$ cat config.mk
export PLATFORM = sky130hd
export DESIGN_NAME = atten_ramp_top
export DESIGN_NICKNAME = d
export VERILOG_FILES = /design/src/rtl/atten_ramp_pkg.sv /design/src/rtl/atten_ramp_dp.sv /design/src/rtl/atten_ramp_ctrl.sv /design/src/rtl/atten_ramp_top.sv
export SDC_FILE = /design/constraint.sdc
export NUM_CORES = 1
export LEC_CHECK = 0
export BUFFER_PORTS_ARGS = -buffer_cell sky130_fd_sc_hd__buf_4
export CAP_MARGIN = 10
export CORE_MARGIN = 2
export CORE_UTILIZATION = 57
export DETAILED_ROUTE_END_ITERATION = 8
export HOLD_SLACK_MARGIN = 0.05
export PLACE_DENSITY = 0.94
export SYNTH_ARGS = -nofsm -noshare
export SYNTH_HDL_FRONTEND = slang
export SYNTH_SLANG_ARGS = --single-unit
$ cat constraint.sdc
create_clock -name clk -period 10.9 [get_ports clk]
set_input_delay 0.545 -clock clk [delete_from_list [all_inputs] [get_ports clk]]
set_output_delay 0.545 -clock clk [all_outputs]
set_load 0.05 [all_outputs]
$ cat src/rtl/atten_ramp_pkg.sv
package atten_ramp_pkg;
  localparam int NUM_CH = 2;

  // Per-channel command from control to datapath
  typedef struct packed {
    logic load;  // jump to effective target
    logic inc;   // one code more attenuation
    logic dec;   // one code less attenuation
  } chanStrobe_t;
endpackage

$ cat src/rtl/atten_ramp_dp.sv
module atten_ramp_dp
  import atten_ramp_pkg::*;
#(
  parameter int ATTEN_W  = 8,
  parameter int SAMPLE_W = 20
) (
  input  logic                                 clk,
  input  logic                                 rstN,
  input  logic                                 sampleStb,
  input  logic [NUM_CH-1:0][SAMPLE_W-1:0]      samples,
  input  logic [NUM_CH-1:0][ATTEN_W-1:0]       targets,
  input  logic [NUM_CH-1:0]                    muteCh,
  input  logic                                 hwMuteN,
  input  chanStrobe_t [NUM_CH-1:0]             strb,
  output logic [NUM_CH-1:0][ATTEN_W-1:0]       atten,
  output logic [NUM_CH-1:0]                    needUp,
  output logic [NUM_CH-1:0]                    needDown,
  output logic [NUM_CH-1:0]                    pend,
  output logic [NUM_CH-1:0]                    zeroCross
);
  localparam logic [ATTEN_W-1:0] MUTE_CODE = {ATTEN_W{1'b1}};

  for (genvar ch = 0; ch < NUM_CH; ch++) begin : g_ch
    logic [ATTEN_W-1:0]  effTgt;
    logic [SAMPLE_W-1:0] curSample;
    logic                prevNeg;
    logic                curNeg;
    logic                isZero;

    assign curSample = samples[ch];
    assign curNeg    = curSample[SAMPLE_W-1];
    assign isZero    = (curSample == '0);
    assign effTgt    = (muteCh[ch] || !hwMuteN) ? MUTE_CODE : targets[ch];

    // Zero-crossing detector: zero sample or sign flip versus last frame
    assign zeroCross[ch] = sampleStb && (isZero || (curNeg != prevNeg));

    always_ff @(posedge clk) begin
      if (!rstN) begin
        prevNeg <= 1'b0;
      end else if (sampleStb) begin
        prevNeg <= curNeg;
      end
    end

    // Applied attenuation register
    always_ff @(posedge clk) begin
      if (!rstN) begin
        atten[ch] <= '0;
      end else if (strb[ch].load) begin
        atten[ch] <= effTgt;
      end else if (strb[ch].inc) begin
        atten[ch] <= atten[ch] + ATTEN_W'(1);
      end else if (strb[ch].dec) begin
        atten[ch] <= atten[ch] - ATTEN_W'(1);
      end
    end

    assign needUp[ch]   = (atten[ch] < effTgt);
    assign needDown[ch] = (atten[ch] > effTgt);
    assign pend[ch]     = needUp[ch] || needDown[ch];

    AST_STROBE_EXCL: assert property (@(posedge clk) disable iff (!rstN)
      $onehot0({strb[ch].load, strb[ch].inc, strb[ch].dec}));
    AST_NO_OVERFLOW: assert property (@(posedge clk) disable iff (!rstN)
      (atten[ch] == MUTE_CODE) |-> !strb[ch].inc);
    AST_NO_UNDERFLOW: assert property (@(posedge clk) disable iff (!rstN)
      (atten[ch] == '0) |-> !strb[ch].dec);
    AST_STEP_TOWARD: assert property (@(posedge clk) disable iff (!rstN)
      strb[ch].inc |-> (atten[ch] < effTgt));
    AST_IDLE_HOLD: assert property (@(posedge clk) disable iff (!rstN)
      !sampleStb |=> $stable(atten[ch]));
  end
endmodule

$ cat src/rtl/atten_ramp_ctrl.sv
module atten_ramp_ctrl
  import atten_ramp_pkg::*;
#(
  parameter int TICK_LEN   = 512,
  parameter int PACE_FAST  = 4,
  parameter int PACE_MID   = 16,
  parameter int PACE_SLOW  = 32
) (
  input  logic                     clk,
  input  logic                     rstN,
  input  logic                     sampleStb,
  input  logic                     softEn,
  input  logic [1:0]               rateSel,
  input  logic [NUM_CH-1:0]        needUp,
  input  logic [NUM_CH-1:0]        needDown,
  input  logic [NUM_CH-1:0]        zeroCross,
  output chanStrobe_t [NUM_CH-1:0] strb
);
  localparam int PACE_W = $clog2(PACE_SLOW + 1);
  localparam int TO_W   = $clog2(TICK_LEN);

  logic [PACE_W-1:0] paceCnt;
  logic [PACE_W-1:0] paceLimit;
  logic              paceWrap;
  logic              paceTick;
  logic [TO_W-1:0]   toCnt;
  logic              toTick;

  always_comb begin
    unique case (rateSel)
      2'd0:    paceLimit = PACE_W'(PACE_FAST);
      2'd1:    paceLimit = PACE_W'(PACE_MID);
      default: paceLimit = PACE_W'(PACE_SLOW);
    endcase
  end

  // Shared pace counter: one tick every paceLimit frames
  assign paceWrap = (paceCnt >= paceLimit - PACE_W'(1));
  assign paceTick = sampleStb && paceWrap;

  always_ff @(posedge clk) begin
    if (!rstN) begin
      paceCnt <= '0;
    end else if (sampleStb) begin
      paceCnt <= paceWrap ? '0 : paceCnt + PACE_W'(1);
    end
  end

  // Free-running timeout tick
  assign toTick = sampleStb && (toCnt == TO_W'(TICK_LEN - 1));

  always_ff @(posedge clk) begin
    if (!rstN) begin
      toCnt <= '0;
    end else if (sampleStb) begin
      toCnt <= toTick ? '0 : toCnt + TO_W'(1);
    end
  end

  for (genvar ch = 0; ch < NUM_CH; ch++) begin : g_ch
    logic pending;
    logic armed;
    logic doLoad;

    assign pending = needUp[ch] || needDown[ch];
    assign doLoad  = !softEn && sampleStb && pending &&
                     (zeroCross[ch] || (toTick && armed));

    assign strb[ch].load = doLoad;
    assign strb[ch].inc  = softEn && paceTick && needUp[ch];
    assign strb[ch].dec  = softEn && paceTick && needDown[ch];

    // Armed by the first timeout tick seen while a jump waits
    always_ff @(posedge clk) begin
      if (!rstN) begin
        armed <= 1'b0;
      end else if (softEn || !pending || doLoad) begin
        armed <= 1'b0;
      end else if (toTick) begin
        armed <= 1'b1;
      end
    end

    AST_ZC_ON_STROBE: assert property (@(posedge clk) disable iff (!rstN)
      zeroCross[ch] |-> sampleStb);
    AST_DIR_EXCL: assert property (@(posedge clk) disable iff (!rstN)
      !(needUp[ch] && needDown[ch]));
  end

  AST_TICK_ON_STROBE: assert property (@(posedge clk) disable iff (!rstN)
    (toTick || paceTick) |-> sampleStb);
endmodule

$ cat src/rtl/atten_ramp_top.sv
module atten_ramp_top
  import atten_ramp_pkg::*;
#(
  parameter int ATTEN_W  = 8,
  parameter int SAMPLE_W = 20,
  parameter int TICK_LEN = 512
) (
  input  logic                clk,
  input  logic                rstN,
  input  logic                sampleStb,
  input  logic [SAMPLE_W-1:0] sampleL,
  input  logic [SAMPLE_W-1:0] sampleR,
  input  logic [ATTEN_W-1:0]  targetL,
  input  logic [ATTEN_W-1:0]  targetR,
  input  logic [1:0]          rateSel,
  input  logic                softEn,
  input  logic                muteL,
  input  logic                muteR,
  input  logic                softMuteN,
  output logic [ATTEN_W-1:0]  attenL,
  output logic [ATTEN_W-1:0]  attenR,
  output logic                pendL,
  output logic                pendR
);
  chanStrobe_t [NUM_CH-1:0]           strb;
  logic [NUM_CH-1:0][ATTEN_W-1:0]     atten;
  logic [NUM_CH-1:0]                  needUp;
  logic [NUM_CH-1:0]                  needDown;
  logic [NUM_CH-1:0]                  pend;
  logic [NUM_CH-1:0]                  zeroCross;

  atten_ramp_dp #(
    .ATTEN_W  (ATTEN_W),
    .SAMPLE_W (SAMPLE_W)
  ) u_dp (
    .clk       (clk),
    .rstN      (rstN),
    .sampleStb (sampleStb),
    .samples   ({sampleR, sampleL}),
    .targets   ({targetR, targetL}),
    .muteCh    ({muteR, muteL}),
    .hwMuteN   (softMuteN),
    .strb      (strb),
    .atten     (atten),
    .needUp    (needUp),
    .needDown  (needDown),
    .pend      (pend),
    .zeroCross (zeroCross)
  );

  atten_ramp_ctrl #(
    .TICK_LEN (TICK_LEN)
  ) u_ctrl (
    .clk       (clk),
    .rstN      (rstN),
    .sampleStb (sampleStb),
    .softEn    (softEn),
    .rateSel   (rateSel),
    .needUp    (needUp),
    .needDown  (needDown),
    .zeroCross (zeroCross),
    .strb      (strb)
  );

  assign attenL = atten[0];
  assign attenR = atten[1];
  assign pendL  = pend[0];
  assign pendR  = pend[1];
endmodule

==> results of run 1 <==
==> cell usage after synthesis, types with 4 or more instances <==
cell type / n / area share [%]
xor2_1: 14 / 4.3
o21ai_0: 9 / 1.6
xnor2_1: 11 / 3.4
nand4_1: 9 / 2.0
nand2b_1: 6 / 1.3
nor2_1: 42 / 5.6
a31oi_1: 4 / 0.88
inv_1: 12 / 1.6
nor2b_1: 6 / 1.3
nor3_1: 5 / 0.88
a21oi_1: 35 / 6.2
mux2i_1: 13 / 4.6
ha_1: 37 / 16
nor4_1: 11 / 2.4
nand3_1: 11 / 1.9
nand2_1: 24 / 3.2
dfxtp_1: 35 / 25
o31ai_1: 8 / 2.1
clkbuf_1: 6 / 0.79
==> power breakdown <==
group          internal [mW]  switching, mW
clock network         0.0740         0.0510
logic                 0.0491         0.0575
registers              0.134        0.00728
==> final cells by class <==
cell class,instances,share of cell area (%)
sequential,35,19.4
inverter,12,1.25
clock buffer,6,2.29
multi-input combinational,292,56.8
timing repair buffer,82,17.0
tap,67,2.32
clock inverter,2,0.970
==> logic make-up after synthesis <==
logic type / count (synthesis)
flip-flops: 35
XOR/XNOR: 25
AND/OR/NAND/NOR: 132
multiplexers: 13
adder cells (fa/ha/maj): 39
AO/OA/AOI/OAI: 83
buffers and inverters: 21
==> registers in the layout (all words and copies together), names as in the netlist <==
register	count
u_ctrl.toCnt	9
u_dp.atten	16
u_ctrl.paceCnt	6
u_dp.g_ch.prevNeg	2
u_ctrl.g_ch.armed	2
==> critical path: cells and delay by family <==
family / cells / cell delay, ns
adders and majority gates: 2 / 0.47
AOI/OAI and AO/OA: 6 / 1.38
and+or+nand+nor: 7 / 1.74
buffers and inverters: 1 / 0.10
==> routing by layer <==
layer	GRT usage, %	wire, um	vias to the layer above	share of wire, %
li1	-	-	1430	-
met1	31.0	3020	1372	40
met2	49.3	3880	106	51
met3	5.96	426	26	5.6
met4	13.5	236	0	3.1
met5	0	0	-	0
==> worst max-delay path by stage <==
stage	to	slack, ns	cells after the start
after floorplan	u_dp.atten[15]$_SDFFE_PN0P_	7.12	15
after global placement	u_dp.atten[15]$_SDFFE_PN0P_	6.70	16
after detailed placement	u_dp.atten[15]$_SDFFE_PN0P_	6.64	17
after CTS	u_dp.atten[15]$_SDFFE_PN0P_	6.91	16
after global routing	u_dp.atten[15]$_SDFFE_PN0P_	6.62	16
final	u_dp.atten[15]$_SDFFE_PN0P_	6.86	16
==> flow_metrics.tcl, run 1 <==
set metrics [dict create \
    dp_cells 488 \
    slew_violations 0 \
    fmax_ghz 0.247 \
    dpl.hpwl_um 5760 \
    synthSimpleGateAreaFrac_pct 23.4 \
    via_per_inst 5.92 \
    synth.area.mux_share_pct 4.59 \
    grt_pass1_vias 2796 \
    leakage_nw 1.59 \
    grt_antenna_before_repair 0 \
    ant_nets 0 \
    critPathLaunchType "primary input" \
    reg2reg_depth 13 \
    fin_ws_ns 6.86 \
    min_to "u_ctrl.toCnt[4]$_SDFFE_PN0P_" \
    fin_crit_sh_pct 37.1 \
    startpoint "muteR" \
    drc 0 \
    crit_chain "buf_4 -> nand2b_1 -> or2_2 -> ha_1 -> nor2b_1 -> o211ai_1 -> a21oi_1 -> nor2_1 -> nand2_1 -> ha_1 -> a21oi_1 -> o2111ai_1 -> o31a_1 -> or3_1 -> and4_1 -> a2111oi_2" \
    initial_core_util_pct 59.6 \
    clock-root-buffer "clkbuf_8" \
    holdWs_ns 0.513 \
    seq_area_frac_synth_pct 24.7 \
    yosys_most_used_dff "dfxtp_1" \
    yosys.cell_types.count 50 \
    num_vias 2934 \
    utilization_pct 76.0 \
    critPathCaptureType "flop" \
    h-tree-depth 2 \
    finalWirelength_um 7560 \
    areaGrowthSynthToFinish_pct 27.6 \
    layout-drive-gt1-share_pct 22.8 \
    grt_max_degree 25 \
    r2r_setup_slack_ns 7.24 \
    die_h_um 74.5 \
    syn_area_per_cell_um2 8.14 \
    setup_tns_ns 0 \
    synth_xor_area_share_pct 7.73 \
    clock_sink_count 35 \
    synth_top_family_by_area "simple AND/OR/NAND/NOR gates" \
    r2r-end "u_dp.atten[15]$_SDFFE_PN0P_" \
    port_buffers 82 \
    ioPinCount 83 \
    clkTransAtPathRegs_ns 0.08 \
    final_cell_mix "buf_4, nor2_1, ha_1" \
    hold_class "reg -> reg" \
    post_layout_nonfiller_instances 496 \
    synth_warnings 0 \
    post-place-ws_ns 6.64 \
    cts_buffers 5 \
    worst_slew_pin_slew_ns 0.611 \
    critical_path.slowest_cell "or2_2" \
    first_pass_iters 4 \
    seqCellArea_um2 701 \
    tritoncts "yes" \
    hold_buffers 0 \
    synth_area_um2 2830 \
    worstPathMaxFanout 13 \
    netlist_instances 348 \
    wire_per_inst_um 15.3 \
    status "complete, no violations" \
    arrival_ns 4.24 \
    max_stage_delay_ns 0.39 \
    rr_startpoint "u_ctrl.paceCnt[0]$_SDFFE_PN0P_" \
    drt_iter0_markers 138 \
    worstHoldStart "u_ctrl.toCnt[4]$_SDFFE_PN0P_" \
    cts-resized-gates 0 \
    grt_pass1_wl_um 11900 \
    p_total_mw 0.372 \
    final_common_cell "buf_4" \
    whs_path_depth 2 \
    core-area_um2 4750 \
    track_usage_pct 27.6 \
    routabilityCongestion 0.858 \
    min_period_ns 4.04 \
    setup_viol 0 \
    vdd_drop_max_mv 0.0541 \
    synth_edf_count 0 \
    design.die.area_um2 5550 \
    die_w_um 74.5 \
    hold_violations 0 \
    grt_setup_unrepaired "no" \
    post_dp_cell_area_um2 3500 \
    maxCapViolCount 0 \
    clockBufferDepth 2 \
    grt.overflow.total 0 \
    ys_ff_latch 35 \
    postCtsSetupRepairBufs 0 \
    fin_worst_skew_ns 0.00675 \
    power_density_nw_per_um2 103 \
    synth_compound_area_share_pct 18.9 \
    fin_area_um2 3610 \
    worstPathRequired_ns 11.09 \
    clkLatencyLatePin_ns 0.30 \
    multi_input_area_um2 2050 \
    synth-async-reset-ratio_pct 0 \
    synth_fa_ha_area_share_pct 17.8 \
    fill_cells 363 \
    row_count 25 \
    synth_fp_nets 452 \
    n_antenna_cell 0 \
    path_class "in -> reg" \
    slew_headroom_pct 59.1 \
    nets 532 \
]
Note: power is estimated with default switching activity, not from simulation.
==> inputs of run 2 (changes only) <==
--- a/config.mk
+++ b/config.mk
@@ -8,10 +8,10 @@
 export BUFFER_PORTS_ARGS = -buffer_cell sky130_fd_sc_hd__buf_4
 export CAP_MARGIN = 10
 export CORE_MARGIN = 2
-export CORE_UTILIZATION = 57
+export CORE_UTILIZATION = 53
 export DETAILED_ROUTE_END_ITERATION = 8
 export HOLD_SLACK_MARGIN = 0.05
-export PLACE_DENSITY = 0.94
+export PLACE_DENSITY = 0.89
 export SYNTH_ARGS = -nofsm -noshare
 export SYNTH_HDL_FRONTEND = slang
 export SYNTH_SLANG_ARGS = --single-unit
==> constraint.sdc (replaced) <==
create_clock -name clk -period 4.2 [get_ports clk]
set_input_delay 0.21 -clock clk [delete_from_list [all_inputs] [get_ports clk]]
set_output_delay 0.21 -clock clk [all_outputs]
set_load 0.05 [all_outputs]
==> run 2 against run 1 <==
Compared with the run above: utilization fell by 5.5 points; first-iteration DRC count decreased by 25%; register-to-register slack worse by 6.6 ns; setup slack worse by 6.3 ns; critical path depth shrank 1; die area rose by 7.1%.
==> flow_metrics.tcl, run 2 (synthesis results as in run 1) <==
set metrics [dict create \
    status "complete, no violations" \
    worstHoldStart "sampleL[19]" \
    grt_pass1_wl_um 11800 \
    core-area_um2 5140 \
    arrival_ns 3.80 \
    setup_tns_ns 0 \
    vdd_drop_max_mv 0.167 \
    drc 0 \
    h-tree-depth 2 \
    tritoncts "yes" \
    first_pass_iters 4 \
    largest_reg_flops 16 \
    r2r_setup_slack_ns 0.66 \
    whs_path_depth 3 \
    r2r-end "u_dp.atten[7]$_SDFFE_PN0P_" \
    postCtsSetupRepairBufs 0 \
    final_cell_mix "buf_4, nor2_1, ha_1" \
    leakage_nw 1.60 \
    dp_cells 492 \
    worst_slew_pin_slew_ns 0.584 \
    top_register "u_dp.atten" \
    design.die.area_um2 5950 \
    critPathCaptureType "flop" \
    worstPathRequired_ns 4.40 \
    maxCapViolCount 0 \
    grt_antenna_before_repair 0 \
    min_to "u_dp.g_ch[0].prevNeg$_SDFFE_PN0P_" \
    rr_startpoint "u_dp.atten[1]$_SDFFE_PN0P_" \
    power_density_nw_per_um2 266 \
    reg2reg_depth 13 \
    die_h_um 77.1 \
    finalWirelength_um 7080 \
    largestRegisters "u_dp.atten: 16 flops, u_ctrl.toCnt: 9 flops, u_ctrl.paceCnt: 6 flops" \
    grt_max_degree 25 \
    fin_crit_sh_pct 85.6 \
    final_common_cell "buf_4" \
    fin_worst_skew_ns 0.00473 \
    layout-drive-gt1-share_pct 23.0 \
    num_vias 2827 \
    dpl.hpwl_um 5570 \
    track_usage_pct 23.7 \
    fmax_ghz 0.278 \
    clock_sink_count 35 \
    grt_pass1_vias 2699 \
    grt.overflow.total 0 \
    ant_nets 0 \
    hold_violations 0 \
    port_buffers 82 \
    wire_per_inst_um 14.2 \
    via_per_inst 5.65 \
    clkLatencyLatePin_ns 0.30 \
    cts_buffers 5 \
    routabilityCongestion 0.908 \
    min_period_ns 3.60 \
    ioPinCount 83 \
    n_antenna_cell 0 \
    hold_class "in -> reg" \
    initial_core_util_pct 55.1 \
    setup_viol 0 \
    areaGrowthSynthToFinish_pct 28.0 \
    worstPathMaxFanout 13 \
    grt_setup_unrepaired "no" \
    clkTransAtPathRegs_ns 0.08 \
    slew_headroom_pct 60.9 \
    cts-resized-gates 0 \
    nets 533 \
    die_w_um 77.1 \
    row_count 26 \
    critPathLaunchType "primary input" \
    clock-root-buffer "clkbuf_8" \
    clockBufferDepth 2 \
    slew_violations 0 \
    drt_iter0_markers 104 \
    post_layout_nonfiller_instances 500 \
    hold_buffers 0 \
    path_class "in -> reg" \
]
-- run 2: cell count changes in the layout (fill, tap and decap cells not counted), sizes merged --
cell,previous run,this run
buf,82,83
-- run 2: worst max path at each step --
stage                               start                          end  slack [ns]  cells after the start
2_1_floorplan  u_dp.atten[9]$_SDFFE_PN0P_  u_dp.atten[15]$_SDFFE_PN0P_        0.67                     13
3_3_place_gp                        muteR  u_dp.atten[15]$_SDFFE_PN0P_        0.44                     16
3_5_place_dp                        muteR  u_dp.atten[15]$_SDFFE_PN0P_        0.33                     16
4_1_cts                             muteR  u_dp.atten[15]$_SDFFE_PN0P_        0.61                     16
5_1_grt                             muteR  u_dp.atten[15]$_SDFFE_PN0P_        0.25                     16
6_report                            muteR  u_dp.atten[15]$_SDFFE_PN0P_        0.60                     15
-- run 2: critical path: stages --
cell and delay (ns):
buf_4 0.10, nand2b_1 0.34, nor2_1 0.30, ha_1 0.30
a21oi_1 0.18, o21ai_0 0.17, nor2_1 0.15, nand2_1 0.21
ha_1 0.34, a21oi_1 0.18, o2111ai_1 0.18, o31a_1 0.28
or3_1 0.32, and4_1 0.22, a2111oi_2 0.30
-- run 2: final cells by class --
| cell class | count | area, um^2 |
|---|---|---|
| Clock buffer | 6 | 82.6 |
| Fill cell | 438 | 1520 |
| Clock inverter | 2 | 35.0 |
| Inverter | 12 | 45.0 |
| Tap cell | 70 | 87.6 |
| Timing Repair Buffer | 83 | 623 |
| Sequential cell | 35 | 701 |
| Multi-Input combinational cell | 292 | 2050 |
-- run 2: report_power, final --
group          switching [mW]  internal [mW]  leakage [nW]
combinational           0.145          0.128          1.25
clock                   0.134          0.192        0.0612
sequential             0.0185          0.346         0.285
total                   0.298          0.666          1.60
-- run 2: metrics by stage --
stage                     hold WS (ns)  setup slack [ns]  power, mW  utilization, %  area, um^2
after CTS                        0.187             0.612      0.964            70.5        3620
after floorplan                  0.357             0.672      0.544               -        2830
after global routing             0.207             0.251       1.01            70.5        3620
after global placement           0.477             0.435      0.632            68.2        3510
final                            0.188             0.603      0.964            70.5        3620
after detailed placement         0.493             0.328      0.642            68.2        3510
-- run 2: metal layers --
metal	track usage, %	wire length [um]	vias up
met5	0	0	-
met4	7.50	114	0
met3	4.35	326	12
met2	41.8	3590	72
met1	29.3	3060	1313
li1	-	-	1430
==> inputs of run 3 (changes only) <==
--- a/config.mk
+++ b/config.mk
@@ -11,7 +11,8 @@
 export CORE_UTILIZATION = 53
 export DETAILED_ROUTE_END_ITERATION = 8
 export HOLD_SLACK_MARGIN = 0.05
-export PLACE_DENSITY = 0.89
+export PLACE_DENSITY = 0.83
+export RECOVER_POWER = 25
 export SYNTH_ARGS = -nofsm -noshare
 export SYNTH_HDL_FRONTEND = slang
 export SYNTH_SLANG_ARGS = --single-unit
==> run 3 against run 2 <==
Compared with the run above: die area stayed put; worst hold slack lost 0.0089 ns; highest routed layer unchanged; sequential cell count unchanged; combinational power down 3%; via count is 0.50% higher; utilization down 1.6 points; total power down 8.5%; global-route usage rose by 0.20 points.
==> flow_metrics.tcl, run 3 (synthesis results as in run 1) <==
set metrics [dict create \
    setup_viol 0 \
    n_antenna_cell 0 \
    ioPinCount 83 \
    layout-drive-gt1-share_pct 20.0 \
    grt_antenna_before_repair 0 \
    fin_worst_skew_ns 0.00722 \
    rr_startpoint "u_ctrl.paceCnt[0]$_SDFFE_PN0P_" \
    clockBufferDepth 2 \
    holdWs_ns 0.179 \
    final_common_cell "buf_4" \
    hold_class "in -> reg" \
    finalWirelength_um 6970 \
    drt_iter0_markers 72 \
    num_vias 2841 \
    design.die.area_um2 5950 \
    hold_buffers 0 \
    port_buffers 82 \
    critical_path.slowest_cell "ha_1" \
    core-area_um2 5140 \
    slew_headroom_pct 45.8 \
    min_period_ns 3.64 \
    tritoncts "yes" \
    max_stage_delay_ns 0.35 \
    dpl.hpwl_um 5550 \
    h-tree-depth 2 \
    cts-resized-gates 0 \
    multi_input_area_um2 2050 \
    fin_crit_sh_pct 86.6 \
    status "complete, no violations" \
    utilization_pct 68.9 \
    largest_reg_flops 16 \
    crit_end "u_dp.atten[15]$_SDFFE_PN0P_" \
    final_cell_mix "buf_4, nor2_1, ha_1" \
    ant_nets 0 \
    post_layout_nonfiller_instances 499 \
    critPathLaunchType "primary input" \
    slew_violations 0 \
    fill_cells 460 \
    track_usage_pct 23.9 \
    row_count 26 \
    clock-root-buffer "clkbuf_8" \
    startpoint "rateSel[1]" \
    first_pass_iters 4 \
    cp_common_cell "ha_1" \
    largestRegisters "u_dp.atten: 16 flops, u_ctrl.toCnt: 9 flops, u_ctrl.paceCnt: 6 flops" \
    wire_per_inst_um 14.0 \
    grt_pass1_wl_um 11700 \
    postCtsSetupRepairBufs 0 \
    worstPathRequired_ns 4.40 \
    leakage_nw 1.52 \
    arrival_ns 3.83 \
    clock_sink_count 35 \
    fin_area_um2 3540 \
    post_dp_cell_area_um2 3500 \
    top_register "u_dp.atten" \
    grt_max_degree 25 \
    maxCapViolCount 0 \
    r2r_setup_slack_ns 0.59 \
    worst_slew_pin_slew_ns 0.813 \
    die_w_um 77.1 \
    power_density_nw_per_um2 249 \
    grt.overflow.total 0 \
    hold_violations 0 \
    reg2reg_depth 13 \
    fmax_ghz 0.275 \
    drc 0 \
    initial_core_util_pct 55.1 \
    path_class "in -> reg" \
    crit_chain "buf_4 -> nand2b_1 -> ha_1 -> xnor2_1 -> ha_1 -> nand2_1 -> o31a_1 -> nor2_1 -> nand2_1 -> ha_1 -> a21oi_1 -> o2111ai_1 -> o31a_1 -> or3_1 -> and4_1 -> a2111oi_2" \
    setup_tns_ns 0 \
    die_h_um 77.1 \
    nets 532 \
    critPathCaptureType "flop" \
    cts_buffers 5 \
    r2r-end "u_dp.atten[15]$_SDFFE_PN0P_" \
    routabilityCongestion 0.870 \
    clkTransAtPathRegs_ns 0.08 \
    grt_pass1_vias 2760 \
    seqCellArea_um2 701 \
    clkLatencyLatePin_ns 0.30 \
    areaGrowthSynthToFinish_pct 25.1 \
    grt_setup_unrepaired "no" \
    worstPathMaxFanout 8 \
    dp_cells 491 \
    via_per_inst 5.69 \
    vdd_drop_max_mv 0.173 \
]
[run 3: worst min path at each step]
stage / start / endpoint / cells past startpoint
6_report: sampleR[19] / u_dp.g_ch[1].prevNeg$_SDFFE_PN0P_ / 3
5_1_grt: targetL[5] / u_dp.atten[5]$_SDFFE_PN0P_ / 3
4_1_cts: sampleR[19] / u_dp.g_ch[1].prevNeg$_SDFFE_PN0P_ / 3
3_5_place_dp: sampleR[19] / u_dp.g_ch[1].prevNeg$_SDFFE_PN0P_ / 3
3_3_place_gp: sampleR[19] / u_dp.g_ch[1].prevNeg$_SDFFE_PN0P_ / 3
2_1_floorplan: sampleL[19] / u_dp.g_ch[0].prevNeg$_SDFFE_PN0P_ / 2
[run 3: final cells by class]
class / instances / area share [%]
well taps: 70 / 2.47
inverters: 12 / 1.27
flip-flops and latches: 35 / 19.8
repair buffers: 82 / 16.1
clock inverters: 3 / 0.565
multi-input cells: 292 / 57.9
clock buffers: 5 / 1.94
[run 3: critical path, delay by kind of cell]
family	cells	cell delay, ns
XOR/XNOR	1	0.13
AND/OR/NAND/NOR	6	1.24
AO/OA/AOI/OAI	5	1.27
buffers and inverters	1	0.12
adder cells (fa/ha/maj)	3	0.86
[run 3: through the flow]
| step | power (mW) | worst slack [ns] |
|---|---|---|
| global placement | 0.634 | 0.365 |
| global route | 0.930 | 0.270 |
| CTS | 0.893 | 0.576 |
| floorplan | 0.544 | 0.672 |
| finish | 0.882 | 0.565 |
| detailed placement | 0.642 | 0.283 |
[run 3: power breakdown]
part	internal, mW	switching, mW	total [mW]
Combinational	0.121	0.144	0.265
Sequential	0.346	0.0182	0.365
Clock	0.115	0.137	0.253
[run 3: routing by layer]
metal	GRT usage (%)	wire length, um	up-vias
met4	9.64	114	0
met2	42.3	3390	68
li1	-	-	1439
met3	4.24	321	12
met5	0	0	-
met1	28.7	3150	1322
